$ cat src/rtl/pd_pkg.sv
package pd_pkg;
    localparam int HW_W    = 16;
    localparam int INSN_W  = 32;
    localparam int CAUSE_W = 4;
    localparam int REG_W   = 5;

    localparam logic [CAUSE_W-1:0] CAUSE_MISALIGN = 4'd0;
    localparam logic [CAUSE_W-1:0] CAUSE_ILLEGAL  = 4'd2;

    localparam logic [6:0] OPC_JAL   = 7'b1101111;
    localparam logic [1:0] QUAD_C1   = 2'b01;
    localparam logic [2:0] F3_CJ     = 3'b101;
    localparam logic [2:0] F3_CJAL   = 3'b001;
    localparam logic [REG_W-1:0] REG_RA = 5'd1;
endpackage

$ cat src/rtl/pd_length.sv
module pd_length
    import pd_pkg::*;
#(
    parameter int XLEN = 32
) (
    input  logic [XLEN-1:0]   pc,
    input  logic [HW_W-1:0]   lo,
    input  logic [HW_W-1:0]   hi,
    input  logic              hi_ok,
    output logic              is_comp,
    output logic              complete,
    output logic [INSN_W-1:0] insn,
    output logic [XLEN-1:0]   next_pc
);
    localparam logic [XLEN-1:0] STEP_C = XLEN'(2);
    localparam logic [XLEN-1:0] STEP_W = XLEN'(4);

    always_comb begin
        is_comp  = (lo[1:0] != 2'b11);
        complete = is_comp || hi_ok;
        insn     = is_comp ? {{HW_W{1'b0}}, lo} : {hi, lo};
        next_pc  = pc + (is_comp ? STEP_C : STEP_W);
    end
endmodule

$ cat src/rtl/pd_jump.sv
module pd_jump
    import pd_pkg::*;
#(
    parameter int XLEN = 32
) (
    input  logic [XLEN-1:0]   pc,
    input  logic [INSN_W-1:0] insn,
    input  logic              is_comp,
    input  logic              c_en,
    output logic              is_jump,
    output logic [XLEN-1:0]   target,
    output logic [REG_W-1:0]  rd
);
    localparam int JOFF_W = 21;
    localparam int COFF_W = 12;

    logic [JOFF_W-1:0] joff;
    logic [COFF_W-1:0] coff;
    logic              jal32;
    logic              cj;
    logic              cjal;

    always_comb begin
        joff  = {insn[31], insn[19:12], insn[20], insn[30:21], 1'b0};
        coff  = {insn[12], insn[8], insn[10:9], insn[6], insn[7],
                 insn[2], insn[11], insn[5:3], 1'b0};
        jal32 = !is_comp && (insn[6:0] == OPC_JAL);
        cj    = is_comp && c_en && (insn[1:0] == QUAD_C1) && (insn[15:13] == F3_CJ);
        cjal  = is_comp && c_en && (insn[1:0] == QUAD_C1) && (insn[15:13] == F3_CJAL);
        is_jump = jal32 || cj || cjal;
        target  = '0;
        rd      = '0;
        if (jal32) begin
            target = pc + {{(XLEN-JOFF_W){joff[JOFF_W-1]}}, joff};
            rd     = insn[11:7];
        end else if (cj || cjal) begin
            target = pc + {{(XLEN-COFF_W){coff[COFF_W-1]}}, coff};
            rd     = cjal ? REG_RA : '0;
        end
    end
endmodule

$ cat src/rtl/pd_fault.sv
module pd_fault
    import pd_pkg::*;
#(
    parameter int XLEN = 32
) (
    input  logic               slot_live,
    input  logic               is_comp,
    input  logic               c_en,
    input  logic               is_jump,
    input  logic [1:0]         target_lsb,
    input  logic [XLEN-1:0]    pc,
    output logic               fault,
    output logic [CAUSE_W-1:0] cause,
    output logic [XLEN-1:0]    tval
);
    logic illegal;
    logic misalign;

    always_comb begin
        illegal  = slot_live && is_comp && !c_en;
        misalign = slot_live && !is_comp && is_jump && !c_en && (target_lsb != 2'b00);
        fault    = illegal || misalign;
        cause    = illegal ? CAUSE_ILLEGAL : CAUSE_MISALIGN;
        tval     = fault ? pc : '0;
        if (!fault) cause = '0;
    end
endmodule

$ cat src/rtl/ifu_predecode.sv
module ifu_predecode
    import pd_pkg::*;
#(
    parameter int XLEN = 32
) (
    input  logic               clk,
    input  logic               rst_n,
    input  logic               c_ext_en,
    input  logic               win_valid,
    input  logic [XLEN-1:0]    win_pc,
    input  logic [HW_W-1:0]    win_lo,
    input  logic [HW_W-1:0]    win_hi,
    input  logic               win_hi_ok,
    output logic               out_valid,
    output logic [XLEN-1:0]    out_pc,
    output logic [INSN_W-1:0]  out_insn,
    output logic               out_is_comp,
    output logic [XLEN-1:0]    out_next_pc,
    output logic               out_wait,
    output logic               out_jump,
    output logic [XLEN-1:0]    out_target,
    output logic               out_link_we,
    output logic [REG_W-1:0]   out_link_rd,
    output logic [XLEN-1:0]    out_link_val,
    output logic [REG_W-1:0]   out_creg_a,
    output logic [REG_W-1:0]   out_creg_b,
    output logic               exc_valid,
    output logic [CAUSE_W-1:0] exc_cause,
    output logic [XLEN-1:0]    exc_tval
);
    localparam logic [1:0] CREG_HI = 2'b01;

    typedef struct packed {
        logic               valid;
        logic [XLEN-1:0]    pc;
        logic [INSN_W-1:0]  insn;
        logic               is_comp;
        logic [XLEN-1:0]    next_pc;
        logic               wait_hi;
        logic               jump;
        logic [XLEN-1:0]    target;
        logic               link_we;
        logic [REG_W-1:0]   link_rd;
        logic [XLEN-1:0]    link_val;
        logic [REG_W-1:0]   creg_a;
        logic [REG_W-1:0]   creg_b;
        logic               exc;
        logic [CAUSE_W-1:0] cause;
        logic [XLEN-1:0]    tval;
    } pd_state_t;

    pd_state_t state_d, state_q;

    logic              len_comp;
    logic              len_complete;
    logic [INSN_W-1:0] len_insn;
    logic [XLEN-1:0]   len_next;
    logic              jmp_hit;
    logic [XLEN-1:0]   jmp_target;
    logic [REG_W-1:0]  jmp_rd;
    logic              flt_hit;
    logic [CAUSE_W-1:0] flt_cause;
    logic [XLEN-1:0]   flt_tval;
    logic              slot_live;

    assign slot_live = win_valid && len_complete;

    pd_length #(.XLEN(XLEN)) u_length (
        .pc       (win_pc),
        .lo       (win_lo),
        .hi       (win_hi),
        .hi_ok    (win_hi_ok),
        .is_comp  (len_comp),
        .complete (len_complete),
        .insn     (len_insn),
        .next_pc  (len_next)
    );

    pd_jump #(.XLEN(XLEN)) u_jump (
        .pc      (win_pc),
        .insn    (len_insn),
        .is_comp (len_comp),
        .c_en    (c_ext_en),
        .is_jump (jmp_hit),
        .target  (jmp_target),
        .rd      (jmp_rd)
    );

    pd_fault #(.XLEN(XLEN)) u_fault (
        .slot_live  (slot_live),
        .is_comp    (len_comp),
        .c_en       (c_ext_en),
        .is_jump    (jmp_hit),
        .target_lsb (jmp_target[1:0]),
        .pc         (win_pc),
        .fault      (flt_hit),
        .cause      (flt_cause),
        .tval       (flt_tval)
    );

    always_comb begin
        state_d         = '0;
        state_d.wait_hi = win_valid && !len_complete;
        state_d.exc     = flt_hit;
        state_d.cause   = flt_cause;
        state_d.tval    = flt_tval;
        if (slot_live && !flt_hit) begin
            state_d.valid   = 1'b1;
            state_d.pc      = win_pc;
            state_d.insn    = len_insn;
            state_d.is_comp = len_comp;
            state_d.next_pc = len_next;
            state_d.jump    = jmp_hit;
            if (jmp_hit) begin
                state_d.target = jmp_target;
                if (jmp_rd != '0) begin
                    state_d.link_we  = 1'b1;
                    state_d.link_rd  = jmp_rd;
                    state_d.link_val = len_next;
                end
            end
            if (len_comp) begin
                state_d.creg_a = {CREG_HI, win_lo[9:7]};
                state_d.creg_b = {CREG_HI, win_lo[4:2]};
            end
        end
    end

    always_ff @(posedge clk) begin
        if (!rst_n) state_q <= '0;
        else        state_q <= state_d;
    end

    assign out_valid    = state_q.valid;
    assign out_pc       = state_q.pc;
    assign out_insn     = state_q.insn;
    assign out_is_comp  = state_q.is_comp;
    assign out_next_pc  = state_q.next_pc;
    assign out_wait     = state_q.wait_hi;
    assign out_jump     = state_q.jump;
    assign out_target   = state_q.target;
    assign out_link_we  = state_q.link_we;
    assign out_link_rd  = state_q.link_rd;
    assign out_link_val = state_q.link_val;
    assign out_creg_a   = state_q.creg_a;
    assign out_creg_b   = state_q.creg_b;
    assign exc_valid    = state_q.exc;
    assign exc_cause    = state_q.cause;
    assign exc_tval     = state_q.tval;


    valid_exc_excl_chk: assert property (@(posedge clk) disable iff (!rst_n)
        !(out_valid && exc_valid));


    wait_quiet_chk: assert property (@(posedge clk) disable iff (!rst_n)
        out_wait |-> (!out_valid && !exc_valid));


    link_nonzero_chk: assert property (@(posedge clk) disable iff (!rst_n)
        out_link_we |-> (out_valid && out_jump && out_link_rd != '0 && out_link_val == out_next_pc));


    succ_step_chk: assert property (@(posedge clk) disable iff (!rst_n)
        out_valid |-> (out_next_pc - out_pc == (out_is_comp ? XLEN'(2) : XLEN'(4))));


    illegal_needs_c_off_chk: assert property (@(posedge clk) disable iff (!rst_n)
        win_valid && win_lo[1:0] != 2'b11 && !c_ext_en |=> exc_valid && exc_cause == CAUSE_ILLEGAL);


    misalign_needs_c_off_chk: assert property (@(posedge clk) disable iff (!rst_n)
        c_ext_en |=> !(exc_valid && exc_cause == CAUSE_MISALIGN));
endmodule

$ cat config.mk
export PLATFORM = sky130hd
export DESIGN_NAME = ifu_predecode
export DESIGN_NICKNAME = d
export VERILOG_FILES = /design/src/rtl/pd_pkg.sv /design/src/rtl/pd_length.sv /design/src/rtl/pd_jump.sv /design/src/rtl/pd_fault.sv /design/src/rtl/ifu_predecode.sv
export SDC_FILE = /design/constraint.sdc
export NUM_CORES = 1
export LEC_CHECK = 0
export CAP_MARGIN = 20
export CORE_UTILIZATION = 43
export DETAILED_ROUTE_END_ITERATION = 6
export HOLD_SLACK_MARGIN = 0.15
export PLACE_DENSITY = 0.79
export SLEW_MARGIN = 20
export SYNTH_ARGS = -nofsm -noshare
export SYNTH_HDL_FRONTEND = slang
export SYNTH_SLANG_ARGS = --single-unit
$ cat constraint.sdc
create_clock -name clk -period 6.9 [get_ports clk]
set_input_delay 1.38 -clock clk [delete_from_list [all_inputs] [get_ports clk]]
set_output_delay 1.38 -clock clk [all_outputs]
set_load 0.02 [all_outputs]
==> results of run 1 <==
==> synthesized netlist by cell type (11+ instances only) <==
master,number
dfxtp_1,209
nor2_1,134
and2_1,95
nand2_1,57
ha_1,50
a21oi_1,47
xor2_1,42
xnor2_1,39
and3_1,37
nand3_1,32
clkbuf_1,31
a21o_1,18
nor3_1,18
o21ai_0,17
inv_1,14
a22oi_1,12
o22ai_1,12
buf_4,11
nand4_1,11
==> path summary, 6_finish.rpt <==
kind	depth (start not counted)	from	endpoint
worst min-delay path	2	win_hi_ok	out_wait
worst max-delay path	14	win_lo[0]	out_target[30]
==> placed cells by master, fill, tap and decap left out, drive strengths merged, types with 7 or more instances in the layout <==
| master | n |
|---|---|
| and3 | 37 |
| nor3 | 18 |
| o22ai | 14 |
| inv | 17 |
| nor4 | 10 |
| a211oi | 10 |
| nand4 | 11 |
| nor2b | 7 |
| a22oi | 12 |
| xor2 | 42 |
| a21oi | 47 |
| o21bai | 8 |
| nand2 | 58 |
| a21o | 18 |
| o21a | 7 |
| nand3 | 32 |
| dfxtp | 209 |
| nor2 | 135 |
| clkbuf | 28 |
| xnor2 | 39 |
| and2 | 95 |
| o21ai | 27 |
| clkdlybuf4s50 | 280 |
| ha | 50 |
==> metrics by stage <==
step	cell area, sq um	total power, mW	utilization	cells
4_1_cts	13200	2.96	0.606	1583
5_1_grt	13200	3.05	0.606	1583
6_report	13200	2.94	0.606	1583
2_1_floorplan	9520	1.56	-	1036
3_5_place_dp	12400	1.74	0.571	1544
3_3_place_gp	12400	1.74	0.571	1544
==> cell families after synthesis <==
family	count (synthesis)	share of synthesized area
buffers and inverters	73	0.0370
and+or+nand+nor	424	0.230
other	1	0.000395
xor gates and xnor gates	81	0.0747
DFF	209	0.440
muxes	5	0.00540
adders and majority gates	53	0.0722
AOI/OAI and AO/OA	186	0.140
==> per-layer routing <==
metal / wire length (microns) / track usage / part of all wire / vias to the layer above
met1: 13000 / 0.337 / 0.43 / 3953
met3: 2240 / 0.0370 / 0.074 / 47
met2: 14300 / 0.443 / 0.47 / 358
met4: 681 / 0.0695 / 0.023 / 0
li1: - / - / - / 4063
met5: 0 / 0 / 0 / -
==> registers in the layout, indices dropped and copies added (netlist names) <==
name,flops
exc_cause,1
exc_tval,32
exc_valid,1
out_creg_a,3
out_creg_b,3
out_insn,32
out_is_comp,1
out_jump,1
out_link_rd,5
out_link_val,32
out_link_we,1
out_next_pc,31
out_pc,32
out_target,32
out_valid,1
out_wait,1
==> power by group <==
group | switching [mW] | total [mW] | leakage [nW] | internal (mW)
Combinational | 0.282 | 0.485 | 3.20 | 0.202
Clock | 0.483 | 1.22 | 0.363 | 0.736
Sequential | 0.00656 | 1.24 | 1.69 | 1.23
==> final cells by class <==
class	count	area, sq um
Clock buffer	28	603
Clock inverter	11	156
Fill cell	1835	8570
Inverter	15	56.3
Multi-Input combinational cell	754	4990
Sequential cell	209	4180
Tap cell	280	350
Timing Repair Buffer	286	2850
==> results.sh, run 1 <==
export IMPL_outcome="completed"
export IMPL_clkSlewWorstSetupHoldPaths_ns=0.06
export IMPL_clock_path_buffers=3
export IMPL_grt_max_degree=59
export IMPL_synth_edf_count=0
export IMPL_antenna_diode_count=0
export IMPL_slowest_delay_ns=0.78
export IMPL_rsz0062_at_grt="no"
export IMPL_gp_congestion=0.966
export IMPL_drive_above_1_share=0.0530
export IMPL_vias=8421
export IMPL_wire_per_inst_microns=19.1
export IMPL_path_buf_inv=2
export IMPL_die_height_microns=151
export IMPL_core_area_sq_um=21800
export IMPL_track_usage=0.258
export IMPL_syn_to_final_growth_pct=38.8
export IMPL_drt_iter0_markers=564
export IMPL_place_hpwl_mm=22.9
export IMPL_hold_violations=0
export IMPL_min_period_ns=4.74
export IMPL_yosysSeqAreaShare=0.440
export IMPL_syn_inst=1032
export IMPL_yosysWarnings=0
export IMPL_setup_violations=0
export IMPL_arrival_ns=5.12
export IMPL_max_freq_ghz=0.211
export IMPL_synth_seq_cells=209
export IMPL_cp_top_family="compound AO/OA/AOI/OAI gates"
export IMPL_dieArea_sq_um=22700
export IMPL_min_path_type="in2reg"
export IMPL_dpl_worst_slack_ns=1.74
export IMPL_critPathCaptureType="flip-flop"
export IMPL_fin_tns_setup_ns=0
export IMPL_die_w_microns=151
export IMPL_route_detailed_drc=0
export IMPL_cts_hold_buf=0
export IMPL_h_tree_depth=1
export IMPL_post_route_period_util=0.687
export IMPL_slew_viol_final=0
export IMPL_start_kind="primary input"
export IMPL_post_cts_repair_setup_buffers=0
export IMPL_portBuffers=280
export IMPL_cts_resized_gates=0
export IMPL_required_ns=7.28
export IMPL_yosys_area_top_type="dfxtp_1"
export IMPL_path_cells="clkdlybuf4s50_1 -> and2_1 -> nand2_1 -> inv_1 -> ha_1 -> a211oi_1 -> o21ai_2 -> a41oi_2 -> nor4_2 -> o221ai_4 -> mux2i_1 -> xor2_1 -> o22ai_1 -> a21o_1"
export IMPL_ir_worst_vdd_mv=0.144
export IMPL_ios=286
export IMPL_num_rows=54
export IMPL_cts_made_buffers=22
export IMPL_initial_core_util=0.437
export IMPL_critPathKind="in2reg"
export IMPL_synth_top_cell_area_share=0.440
export IMPL_whs_ns=1.50
export IMPL_globalRoute_totalOverflow=0
export IMPL_yosys_top_cells_area="dfxtp_1 (44%), ha_1 (6.6%), and2_1 (6.3%)"
export IMPL_ys_flop_type="dfxtp_1"
export IMPL_wirelength_mm=30.2
export IMPL_max_slew_margin=0.358
export IMPL_grt_pass1_wl_mm=44.5
export IMPL_ant_nets=0
export IMPL_dr_pass1_iters=5
export IMPL_setup_ws_ns=2.16
export IMPL_async_flop_share=0
export IMPL_synth_avg_cell_area_sq_um=9.21
export IMPL_power_leakage_nw=5.25
export IMPL_p_per_area_nw_per_um2=223
export IMPL_maxCapViolCount=0
export IMPL_cts_sinks=209
export IMPL_synth_cell_types=75
export IMPL_cts_root_buf="clkbuf_16"
export IMPL_synth_area_sq_um=9500
export IMPL_grt_pass1_vias=7831
export IMPL_antenna_found_initial=0
export IMPL_cp_max_fo=18
export IMPL_nets=1410
export IMPL_tritoncts="yes"
export IMPL_viasPerCell=5.32
export IMPL_cpMaxStageDelayCell="clkdlybuf4s50_1"
export IMPL_tightest_slew_ns=0.961
(Power assumes the default switching activity.)
==> inputs of run 2 (changes only) <==
clock period = 4.37 ns   (was 6.9 ns; I/O delays follow)
==> run 2 against run 1 <==
Against the previous run: total power rose by 63%; clock power rose by 67%; final area rose by 2.1%; setup slack got worse by 1.6 ns; final cell count rose by 1.8%; highest routed layer is now met5.
==> results.sh, run 2 (same netlist as run 1, synthesis figures left out) <==
export IMPL_tightest_slew_ns=0.687
export IMPL_max_slew_margin=0.542
export IMPL_nets=1439
export IMPL_syn_to_final_growth_pct=41.7
export IMPL_antenna_found_initial=2
export IMPL_max_freq_ghz=0.265
export IMPL_min_path_type="in2reg"
export IMPL_min_to="out_insn[5]"
export IMPL_cts_hold_buf=0
export IMPL_cts_made_buffers=22
export IMPL_final_cell_mix="clkdlybuf4s50_1 (280), dfxtp_1 (209), nor2_1 (134)"
export IMPL_crit_top_cell="a21oi_1"
export IMPL_power_leakage_nw=5.42
export IMPL_routed_top_layer="met5"
export IMPL_ios=286
export IMPL_arrival_ns=4.18
export IMPL_p_per_area_nw_per_um2=356
export IMPL_p_int_mw=3.54
export IMPL_grt_max_degree=59
export IMPL_rsz0062_at_grt="no"
export IMPL_route_detailed_drc=0
export IMPL_p_sw_mw=1.25
export IMPL_critPathCaptureType="flip-flop"
export IMPL_gp_congestion=0.936
export IMPL_portBuffers=280
export IMPL_comb_power_share=0.166
export IMPL_drive_above_1_share=0.0744
export IMPL_wire_per_inst_microns=19.5
export IMPL_grt_pass1_vias=8146
export IMPL_fin_tns_setup_ns=0
export IMPL_clock_path_buffers=3
export IMPL_tritoncts="yes"
export IMPL_post_cts_repair_setup_buffers=0
export IMPL_maxCapViolCount=0
export IMPL_cp_top_family="compound AO/OA/AOI/OAI gates"
export IMPL_dieArea_sq_um=22700
export IMPL_routed_wl_met3_mm=2.29
export IMPL_globalRoute_totalOverflow=0
export IMPL_critPathKind="in2reg"
export IMPL_post_route_period_util=0.865
export IMPL_hold_depth=2
export IMPL_slew_viol_final=0
export IMPL_hold_path_startpoint="win_lo[5]"
export IMPL_path_buf_inv=1
export IMPL_setup_violations=0
export IMPL_die_height_microns=151
export IMPL_required_ns=4.77
export IMPL_cts_resized_gates=0
export IMPL_place_hpwl_mm=24.0
export IMPL_cts_sinks=209
export IMPL_initial_core_util=0.437
export IMPL_final_common_cell="clkdlybuf4s50_1"
export IMPL_min_period_ns=3.78
export IMPL_slowest_delay_ns=0.85
export IMPL_ir_worst_vdd_mv=0.218
export IMPL_dr_pass1_iters=5
export IMPL_grt_pass1_wl_mm=46.6
export IMPL_switching_share=0.261
export IMPL_outcome="completed"
export IMPL_nFillCells=1802
export IMPL_cts_root_buf="clkbuf_16"
export IMPL_h_tree_depth=1
export IMPL_clkPwrFrac=0.426
export IMPL_cpMaxStageDelayCell="clkdlybuf4s50_1"
export IMPL_viasPerCell=5.36
export IMPL_num_rows=54
export IMPL_met2WireLength_mm=14.6
export IMPL_wl_met1_mm=13.4
export IMPL_vias=8634
export IMPL_wirelength_mm=31.5
export IMPL_hold_violations=0
export IMPL_clkSlewWorstSetupHoldPaths_ns=0.07
export IMPL_core_area_sq_um=21800
export IMPL_path_cells="clkdlybuf4s50_1 -> ha_1 -> a21oi_1 -> o21ai_1 -> a221oi_1 -> nand3_1 -> o211ai_1 -> a21oi_1 -> a41oi_1 -> mux2_2 -> a21o_1"
export IMPL_start_kind="primary input"
export IMPL_track_usage=0.271
export IMPL_drt_iter0_markers=467
export IMPL_ant_nets=0
export IMPL_cp_max_fo=14
export IMPL_die_w_microns=151
export IMPL_p_seq_frac=0.408
export IMPL_utilization=0.619
run 2: cell count changes in the layout (fill, tap and decap cells not counted), moves of 2 or more:
cell	delta
buf_4	+28
clkbuf_1	-2
inv_6	-2
inv_8	+2
run 2: per-layer routing:
layer  track usage  up-vias
met5             0        -
met1         0.353     4066
met3        0.0452       70
li1              -     4124
met2         0.445      372
met4         0.110        2
run 2: layout make-up:
type,count,area (sq um),area share
antenna,1,2.50,0.000186
clock buffer,27,621,0.0461
clock inverter,11,179,0.0133
inverter,15,56.3,0.00418
multi-input combinational,754,4990,0.371
sequential,209,4180,0.311
tap,280,350,0.0260
timing repair buffer,315,3080,0.229
run 2: worst max-delay path by stage:
stage / from / end / slack, ns / depth (start not counted)
3_3_place_gp: win_lo[0] / out_target[29] / 0.17 / 14
4_1_cts: win_lo[12] / out_target[30] / 0.61 / 11
6_report: win_lo[12] / out_target[30] / 0.59 / 11
2_1_floorplan: win_lo[0] / out_target[31] / 0.88 / 14
3_5_place_dp: win_lo[12] / out_target[30] / 0.10 / 11
5_1_grt: win_lo[12] / out_target[30] / 0.37 / 11
run 2: power groups by stage:
| stage | Combinational [mW] | Clock, mW | Sequential [mW] |
|---|---|---|---|
| 2_1_floorplan | 0.423 | 0 | 2.04 |
| 5_1_grt | 0.854 | 2.14 | 1.96 |
| 6_report | 0.794 | 2.04 | 1.95 |
| 4_1_cts | 0.783 | 2.06 | 1.95 |
| 3_3_place_gp | 0.772 | 0 | 2.00 |
| 3_5_place_dp | 0.774 | 0 | 2.00 |
run 2: metrics by stage:
| stage | hold WS (ns) | std cells | setup WS [ns] | instance area, sq um | power (mW) |
|---|---|---|---|---|---|
| after floorplan | 0.953 | 1036 | 0.875 | 9520 | 2.47 |
| after global placement | 1.51 | 1573 | 0.170 | 12700 | 2.77 |
| after detailed placement | 1.52 | 1573 | 0.105 | 12700 | 2.77 |
| after CTS | 1.00 | 1611 | 0.615 | 13500 | 4.80 |
| after global routing | 1.01 | 1612 | 0.370 | 13500 | 4.95 |
| final | 1.02 | 1612 | 0.590 | 13500 | 4.79 |
